--- src/rtl/sw_pkg.sv ---
package sw_pkg;
  localparam int NUM_DIGITS = 8;
  localparam int DIGIT_W = 4;
  localparam int TICK_CYCLES_DEFAULT = 10000;
  localparam logic [NUM_DIGITS*DIGIT_W-1:0] DIGIT_MODS_DEFAULT = 32'h6A6A_AAAA;

  typedef struct packed {
    logic clear;
    logic tick;
  } swStrobes_t;
endpackage

--- src/rtl/sw_mod_counter.sv ---
module sw_mod_counter #(
  parameter int MODULUS = 10,
  parameter int WIDTH = 4
) (
  input  logic             clk,
  input  logic             clear,
  input  logic             inc,
  output logic [WIDTH-1:0] count,
  output logic             rollover
);
  localparam logic [WIDTH-1:0] LAST = WIDTH'(MODULUS - 1);

  logic atLast;
  assign atLast = (count == LAST);
  // combinational: the next stage steps on the same edge this one wraps
  assign rollover = inc && atLast;

  always_ff @(posedge clk) begin
    if (clear) begin
      count <= '0;
    end else if (inc) begin
      count <= atLast ? '0 : count + 1'b1;
    end
  end
endmodule

--- src/rtl/sw_prescale_ctrl.sv ---
module sw_prescale_ctrl #(
  parameter int TICK_CYCLES = sw_pkg::TICK_CYCLES_DEFAULT
) (
  input  logic               clk,
  input  logic               reset,
  input  logic               run,
  output sw_pkg::swStrobes_t strobes
);
  localparam int TW = (TICK_CYCLES > 1) ? $clog2(TICK_CYCLES) : 1;

  logic [TW-1:0] unusedPhase;
  logic          tickRaw;

  sw_mod_counter #(.MODULUS(TICK_CYCLES), .WIDTH(TW)) u_prescale (
    .clk      (clk),
    .clear    (reset),
    .inc      (run),
    .count    (unusedPhase),
    .rollover (tickRaw)
  );

  assign strobes.clear = reset;
  assign strobes.tick  = tickRaw;
endmodule

--- src/rtl/sw_digit_datapath.sv ---
module sw_digit_datapath #(
  parameter logic [sw_pkg::NUM_DIGITS*sw_pkg::DIGIT_W-1:0] DIGIT_MODS = sw_pkg::DIGIT_MODS_DEFAULT
) (
  input  logic                                         clk,
  input  sw_pkg::swStrobes_t                           strobes,
  output logic [sw_pkg::NUM_DIGITS-1:0][sw_pkg::DIGIT_W-1:0] digits
);
  localparam int N = sw_pkg::NUM_DIGITS;
  localparam int W = sw_pkg::DIGIT_W;

  logic [N-1:0] carryIn;
  logic         unusedChainWrap;

  assign carryIn[0] = strobes.tick;

  for (genvar i = 0; i < N; i++) begin : g_digit
    localparam int MOD_I = int'(DIGIT_MODS[W*i +: W]);
    logic rollOut;

    sw_mod_counter #(.MODULUS(MOD_I), .WIDTH(W)) u_digit (
      .clk      (clk),
      .clear    (strobes.clear),
      .inc      (carryIn[i]),
      .count    (digits[i]),
      .rollover (rollOut)
    );

    if (i < N - 1) begin : g_link
      assign carryIn[i+1] = rollOut;
    end else begin : g_top
      assign unusedChainWrap = rollOut;
    end
  end
endmodule

--- src/rtl/decimal_stopwatch.sv ---
module decimal_stopwatch #(
  parameter int TICK_CYCLES = sw_pkg::TICK_CYCLES_DEFAULT,
  parameter logic [31:0] DIGIT_MODS = sw_pkg::DIGIT_MODS_DEFAULT
) (
  input  logic       clk,
  input  logic       reset,
  input  logic       run,
  output logic [3:0] digit0,
  output logic [3:0] digit1,
  output logic [3:0] digit2,
  output logic [3:0] digit3,
  output logic [3:0] digit4,
  output logic [3:0] digit5,
  output logic [3:0] digit6,
  output logic [3:0] digit7
);
  sw_pkg::swStrobes_t strobes;
  logic [sw_pkg::NUM_DIGITS-1:0][sw_pkg::DIGIT_W-1:0] digitBus;

  sw_prescale_ctrl #(.TICK_CYCLES(TICK_CYCLES)) u_ctrl (
    .clk     (clk),
    .reset   (reset),
    .run     (run),
    .strobes (strobes)
  );

  sw_digit_datapath #(.DIGIT_MODS(DIGIT_MODS)) u_dp (
    .clk     (clk),
    .strobes (strobes),
    .digits  (digitBus)
  );

  assign digit0 = digitBus[0];
  assign digit1 = digitBus[1];
  assign digit2 = digitBus[2];
  assign digit3 = digitBus[3];
  assign digit4 = digitBus[4];
  assign digit5 = digitBus[5];
  assign digit6 = digitBus[6];
  assign digit7 = digitBus[7];
endmodule

--- config.mk ---
export PLATFORM = sky130hd
export DESIGN_NAME = decimal_stopwatch
export DESIGN_NICKNAME = d
export VERILOG_FILES = /design/src/rtl/sw_pkg.sv /design/src/rtl/sw_mod_counter.sv /design/src/rtl/sw_prescale_ctrl.sv /design/src/rtl/sw_digit_datapath.sv /design/src/rtl/decimal_stopwatch.sv
export SDC_FILE = /design/constraint.sdc
export NUM_CORES = 1
export LEC_CHECK = 0
export BUFFER_PORTS_ARGS = -buffer_cell sky130_fd_sc_hd__buf_2
export CAP_MARGIN = 5
export CORE_UTILIZATION = 50
export CTS_BUF_LIST = sky130_fd_sc_hd__clkbuf_4 sky130_fd_sc_hd__clkbuf_8
export DETAILED_ROUTE_END_ITERATION = 16
export GPL_TIMING_DRIVEN = 0
export PLACE_DENSITY = 0.85
export REMOVE_ABC_BUFFERS = 1
export SYNTH_ARGS = -nofsm -noshare
export SYNTH_HDL_FRONTEND = slang
export SYNTH_SLANG_ARGS = --single-unit
--- constraint.sdc ---
create_clock -name clk -period 1.9 [get_ports clk]
set_input_delay 0.285 -clock clk [delete_from_list [all_inputs] [get_ports clk]]
set_output_delay 0.285 -clock clk [all_outputs]
set_load 0.1 [all_outputs]
==> results.md, run 1 <==
- Average wire per standard cell: 15.3 um
- Max Slew Vio Count: 0
- PD cells: 621 nW/um2
- CTS tree: done
- Crit Path Max Fanout: 5
- Area post-placement: 2420 um2
- Clock transition at path regs: 0.09 ns
- Clock insertion delay at the later pin of the skew report: 0.31 ns
- Sequential area share after synthesis: 0.411
- DP Wirelength: 3.04 mm
- DRT iter0 DRCs: 157
- Number of I/O port buffers: 34
- Detail Route Antenna Nets: 0
- DR vias: 2,150
- Outcome: complete, but fails checks
- Area added between synthesis and finish: 27.1%
- Worst Setup Start Kind: register
- Synth Flop Type: dfxtp_1
- Layout cells sized above 1: 0.281
- Final-report setup violation count: 46
- Final Cell Area: 2850 um2
- Hold-fix buffers, CTS: 0
- Htree depth: 2
- Worst-case clock buffer depth: 2
- Mapped Cells: 263
- Setup_tns: -7.68 ns
- First-pass GRT wire length: 8.72 mm
- Syn avg cell area: 8.52 um2
- Failing checks: negative setup slack
- Hold Crit Class: in2reg
- Final period util: 1.18
- Maximum vdd drop: 0.642 mV
- Static leakage: 1.22 nW
- Synth warn: 0
- Core ar.: 4140 um2
- Die extent in y: 68.9 um
- CP Capture Type: register
- Netlist cell types: 41
- Max-Cap Viols: 0
- Commonest non-fill, non-tap cell in the layout: dfxtp_1
- Largest net degree at the start of global routing: 34
- Chip width: 68.9 um
- Clock Sinks: 46
- FILL cells: 326
- Commonest cells after routing, fill and taps aside: 42 x dfxtp_1, 34 x buf_2, 29 x nor2_1
- Drt via density: 5.92
- Min Tclk post-route: 2.24 ns
- Ys async rst share: 0
- Worst-Margin Slew: 0.622 ns
- RSZ-0062 raised after global routing: true
- Synthesized flop and latch total: 46
- GRT Util Overall: 0.246
- CTS Root Cell: clkbuf_8
- Drc violations: 0
- Post-synth EDFFs: 0
- Num CTS Buffers: 5
- Die Footprint: 4750 um2
- Syn Std Cell Area: 2240 um2
- Final #Nets: 316
- Area of the multi-input gates: 1370 um2
- Gr ovfl total: 0
- Fmax: 446 MHz
- Critical path type: reg2reg
- Fin worst setup slack: -0.342 ns
- Final Hold Viols: 0
- Initial Util: 0.541
- Placer Congestion: 0.752
- Critical Path RT: 2.13 ns
- Initial antenna violation count: 0
- Ports: 35
- Rel. slew slack: 0.585
- Initial DRT Pass Iterations: 4
- Vias in the first global route: 1,970
- Clock skew: 0.0142 ns
- Crit path DAT: 2.48 ns
- Site row count: 23
- Final wirelength: 5.57 mm
- Final core utilization: 0.687
- Diode count: 0
- Register area: 931 um2
[cells in the mapped netlist, types with 2 or more instances]
cell      number  area share
dfxtp_1       46        0.41
nor2_1        29       0.049
a21oi_1       22       0.049
nand2_1       20       0.033
xor2_1        15       0.059
o21ai_0       14       0.031
nand4_1       13       0.036
or3_1         11       0.031
clkbuf_1      10       0.017
nand3_1        9       0.020
inv_1          8       0.013
nor2b_1        8       0.022
mux2i_1        7       0.031
a31oi_1        4       0.011
and4_1         4       0.016
nor3b_1        4       0.013
xnor2_1        4       0.016
and2_1         3      0.0084
nand3b_1       3       0.010
nand4_2        3       0.017
and3_1         2      0.0056
nor3_1         2      0.0045
or3b_1         2      0.0078
or4b_1         2      0.0089
or4bb_1        2       0.010
[sequential cells by signal, summed over array words and instances, names as in the netlist]
name                        flops
u_ctrl.u_prescale.count        14
u_dp.g_digit.u_digit.count     32
[metal layers]
layer	wire length [um]	share of wire	global-route usage	vias up
met4	108	0.019	0.125	0
met2	2860	0.51	0.436	69
met5	0	0	0	-
met1	2360	0.42	0.280	1035
met3	243	0.044	0.0461	10
li1	-	-	-	1036
[what timing repair did]
action | 4_1_cts | 5_1_grt
cloned | 1 | 0
pin swaps | 20 | 5
buffers inserted | 16 | 4
resized for setup | 25 | 18
setup endpoints to repair | 46 | 46
[per-stage QoR]
stage                     std cells  setup slack (ns)  hold WS, ns  total power, W
after floorplan                 251            -0.788        0.354         0.00101
after global placement          335             -1.14        0.471         0.00103
after detailed placement        335             -1.19        0.480         0.00103
after CTS                       360            -0.270        0.319         0.00176
after global routing            363            -0.407        0.332         0.00182
final                           363            -0.342        0.326         0.00177
[final cells by class]
class,count,area share
timing repair buffer,53,0.119
multi-input combinational,198,0.482
sequential,46,0.327
clock inverter,2,0.0132
tap,50,0.0220
inverter,8,0.0105
clock buffer,6,0.0268
[final timing paths]
| path | from | endpoint | slack, ns | cells past startpoint |
|---|---|---|---|---|
| worst max-delay path | u_ctrl.u_prescale.count[8] | u_dp.g_digit[6].u_digit.count[0] | -0.34 | 6 |
| worst min-delay path | run | u_ctrl.u_prescale.count[0] | 0.33 | 3 |
| worst max register to register | u_ctrl.u_prescale.count[8] | u_dp.g_digit[6].u_digit.count[0] | -0.34 | 6 |
| worst min register to register | u_dp.g_digit[6].u_digit.count[0] | u_dp.g_digit[6].u_digit.count[0] | 0.49 | 2 |
[kinds of logic after synthesis]
kind of cell,after synthesis,synth area share
simple gates,127,0.339
flops,46,0.411
compound gates,43,0.103
buf+inv,20,0.0357
xor+xnor,19,0.0743
mux,7,0.0313
fa+ha+maj,1,0.00558
[where the power goes]
part           switching [W]  leakage, nW   total, W  internal, W
Clock               0.000350       0.0548   0.000758     0.000407
Sequential        0.00000794        0.373   0.000976     0.000968
Combinational      0.0000229        0.794  0.0000340    0.0000111
[worst max-delay path, stage by stage (launching register included)]
cell	delay, ns
dfxtp_1	0.40
or4b_4	0.51
nor4_4	0.31
buf_6	0.17
nand4_1	0.18
or4_1	0.46
a21oi_1	0.14
No activity file was read; power rests on OpenSTA's default activity.
==> run 2: changes to the inputs <==
--- a/config.mk
+++ b/config.mk
@@ -16,3 +16,4 @@
 export SYNTH_ARGS = -nofsm -noshare
 export SYNTH_HDL_FRONTEND = slang
 export SYNTH_SLANG_ARGS = --single-unit
+export TNS_END_PERCENT = 20
==> results.md, run 2 (synthesis results as in run 1) <==
- Outcome: complete, but fails checks
- Failing checks: negative setup slack
- DR vias: 2,096 (-2.5%)
- Max-Cap Viols: 0 (unchanged)
- Core ar.: 4140 um2 (unchanged)
- Hold Crit Class: in2reg
- R2R depth: 6 (unchanged)
- Min Tclk post-route: 2.25 ns (+0.00864 ns)
- Die Footprint: 4750 um2 (unchanged)
- Htree depth: 2 (unchanged)
- First-pass GRT wire length: 8.33 mm (-4.5%)
- Final Hold Viols: 0 (unchanged)
- Most Crowded Layer GR: met2
- CTS Root Cell: clkbuf_8
- Initial DRT Pass Iterations: 4 (unchanged)
- Maximum vdd drop: 0.594 mV (-7.5%)
- Met1 GRT Util: 0.274 (-0.00601)
- DP Wirelength: 3.04 mm (unchanged)
- RSZ-0062 raised after global routing: true
- Crit Path Max Fanout: 5 (unchanged)
- Biggest regs: u_dp.g_digit.u_digit.count x32, u_ctrl.u_prescale.count x14
- Setup_tns: -6.93 ns (+0.751 ns)
- Clock insertion delay at the later pin of the skew report: 0.31 ns (about the same)
- Total power: 0.00176 W (-0.18%)
- Clock skew: 0.0139 ns (-0.000318 ns)
- GRT met3 Usage: 0.0411 (-0.00493)
- Clock Sinks: 46 (unchanged)
- Drt via density: 5.82 (-1.7%)
- Ports: 35 (unchanged)
- GRT Util Overall: 0.234 (-0.0121)
- Average wire per standard cell: 14.7 um (-4.0%)
- Num CTS Buffers: 5 (unchanged)
- Final-report setup violation count: 45 (-2.2%)
- Diode count: 0 (unchanged)
- Site row count: 23 (unchanged)
- Worst-Margin Slew: 0.616 ns (-0.00649 ns)
- Clock transition at path regs: 0.09 ns (about the same)
- Top reg by flops: u_dp.g_digit.u_digit.count
- Detail Route Antenna Nets: 0 (unchanged)
- Fin worst setup slack: -0.351 ns (-0.00864 ns)
- Drc violations: 0 (unchanged)
- Placer Congestion: 0.752 (unchanged)
- Worst Setup Start Kind: register
- Hold depth: 3 (unchanged)
- Pre-CTS setup slack: -1.19 ns (unchanged)
- Die extent in y: 68.9 um (unchanged)
- Vias in the first global route: 1,921 (-2.5%)
- Number of I/O port buffers: 34 (unchanged)
- Area post-placement: 2420 um2 (unchanged)
- Commonest cells after routing, fill and taps aside: 42 x dfxtp_1, 34 x buf_2, 29 x nor2_1
- Crit path DAT: 2.49 ns (about the same)
- Largest net degree at the start of global routing: 34 (unchanged)
- Layout cells sized above 1: 0.261 (-0.0199)
- Met2 Use GR: 0.409 (-0.0267)
- Gr ovfl total: 0 (unchanged)
- CTS tree: done
- Critical Path RT: 2.13 ns (about the same)
- DRT iter0 DRCs: 126 (-20%)
- Max reg flops: 32 (unchanged)
- Fmax: 444 MHz (-0.38%)
- Area added between synthesis and finish: 24.1%
- Final wirelength: 5.30 mm (-4.8%)
- Static leakage: 1.18 nW (-3.3%)
- CP Capture Type: register
- Max Slew Vio Count: 0 (unchanged)
- Critical path type: reg2reg
- Final period util: 1.18 (+0.00455)
- Final #Nets: 313 (-0.95%)
- Initial Util: 0.541 (unchanged)
- Initial antenna violation count: 0 (unchanged)
- PD cells: 635 nW/um2 (+2.2%)
- Hold-fix buffers, CTS: 0 (unchanged)
- Worst-case clock buffer depth: 2 (unchanged)
- Final Cell Area: 2780 um2 (-2.4%)
- Chip width: 68.9 um (unchanged)
- Commonest non-fill, non-tap cell in the layout: dfxtp_1
- Rel. slew slack: 0.589 (+0.00433)
## run 2: cell types whose count changed in the layout (fill, tap and decap cells not counted), sizes merged
cell,before,now
buf,53,50
## run 2: area by class of cell
class / count / area, um2
clock buffers: 6 / 76.3
fillers: 347 / 1360
multi-input cells: 198 / 1340
inverters: 8 / 30.0
repair buffers: 50 / 305
well taps: 50 / 62.6
clock inverters: 2 / 37.5
flip-flops and latches: 46 / 926
## run 2: final timing paths
kind,slack (ns),from,endpoint
hold / removal,0.32,run,u_ctrl.u_prescale.count[0]
setup reg to reg,-0.35,u_ctrl.u_prescale.count[8],u_dp.g_digit[6].u_digit.count[0]
hold reg to reg,0.49,u_dp.g_digit[6].u_digit.count[0],u_dp.g_digit[6].u_digit.count[0]
setup / recovery,-0.35,u_ctrl.u_prescale.count[8],u_dp.g_digit[6].u_digit.count[0]
## run 2: per-layer routing
metal	vias up	routed length, um
li1	1031	-
met1	995	2330
met2	60	2660
met3	10	211
met4	0	99
met5	-	0
## run 2: critical path, cell delays in order (launching register included)
cell and delay, ns:
dfxtp_1 0.39, or4b_4 0.51, nor4_4 0.30, buf_6 0.17, nand4_1 0.20, or4_1 0.46
a21oi_1 0.14
## run 2: stage by stage
step	instances	util	hold slack (ns)
final	360	0.671	0.319
after global routing	360	0.671	0.335
after CTS	359	0.657	0.319
after detailed placement	335	0.585	0.480
after global placement	335	0.585	0.471
after floorplan	251	-	0.354
## run 2: where the power goes
part | total, W | switching, W | internal (W)
sequential | 0.000975 | 0.00000606 | 0.000969
clock | 0.000758 | 0.000351 | 0.000407
combinational | 0.0000313 | 0.0000219 | 0.00000937
total | 0.00176 | 0.000379 | 0.00139
## run 2: repair_timing
item | 4_1_cts | 5_1_grt
cloned | 1 | 0
resized for setup | 17 | 13
buffers inserted | 15 | 1
setup endpoints to repair | 46 | 46
pin swaps | 19 | 4
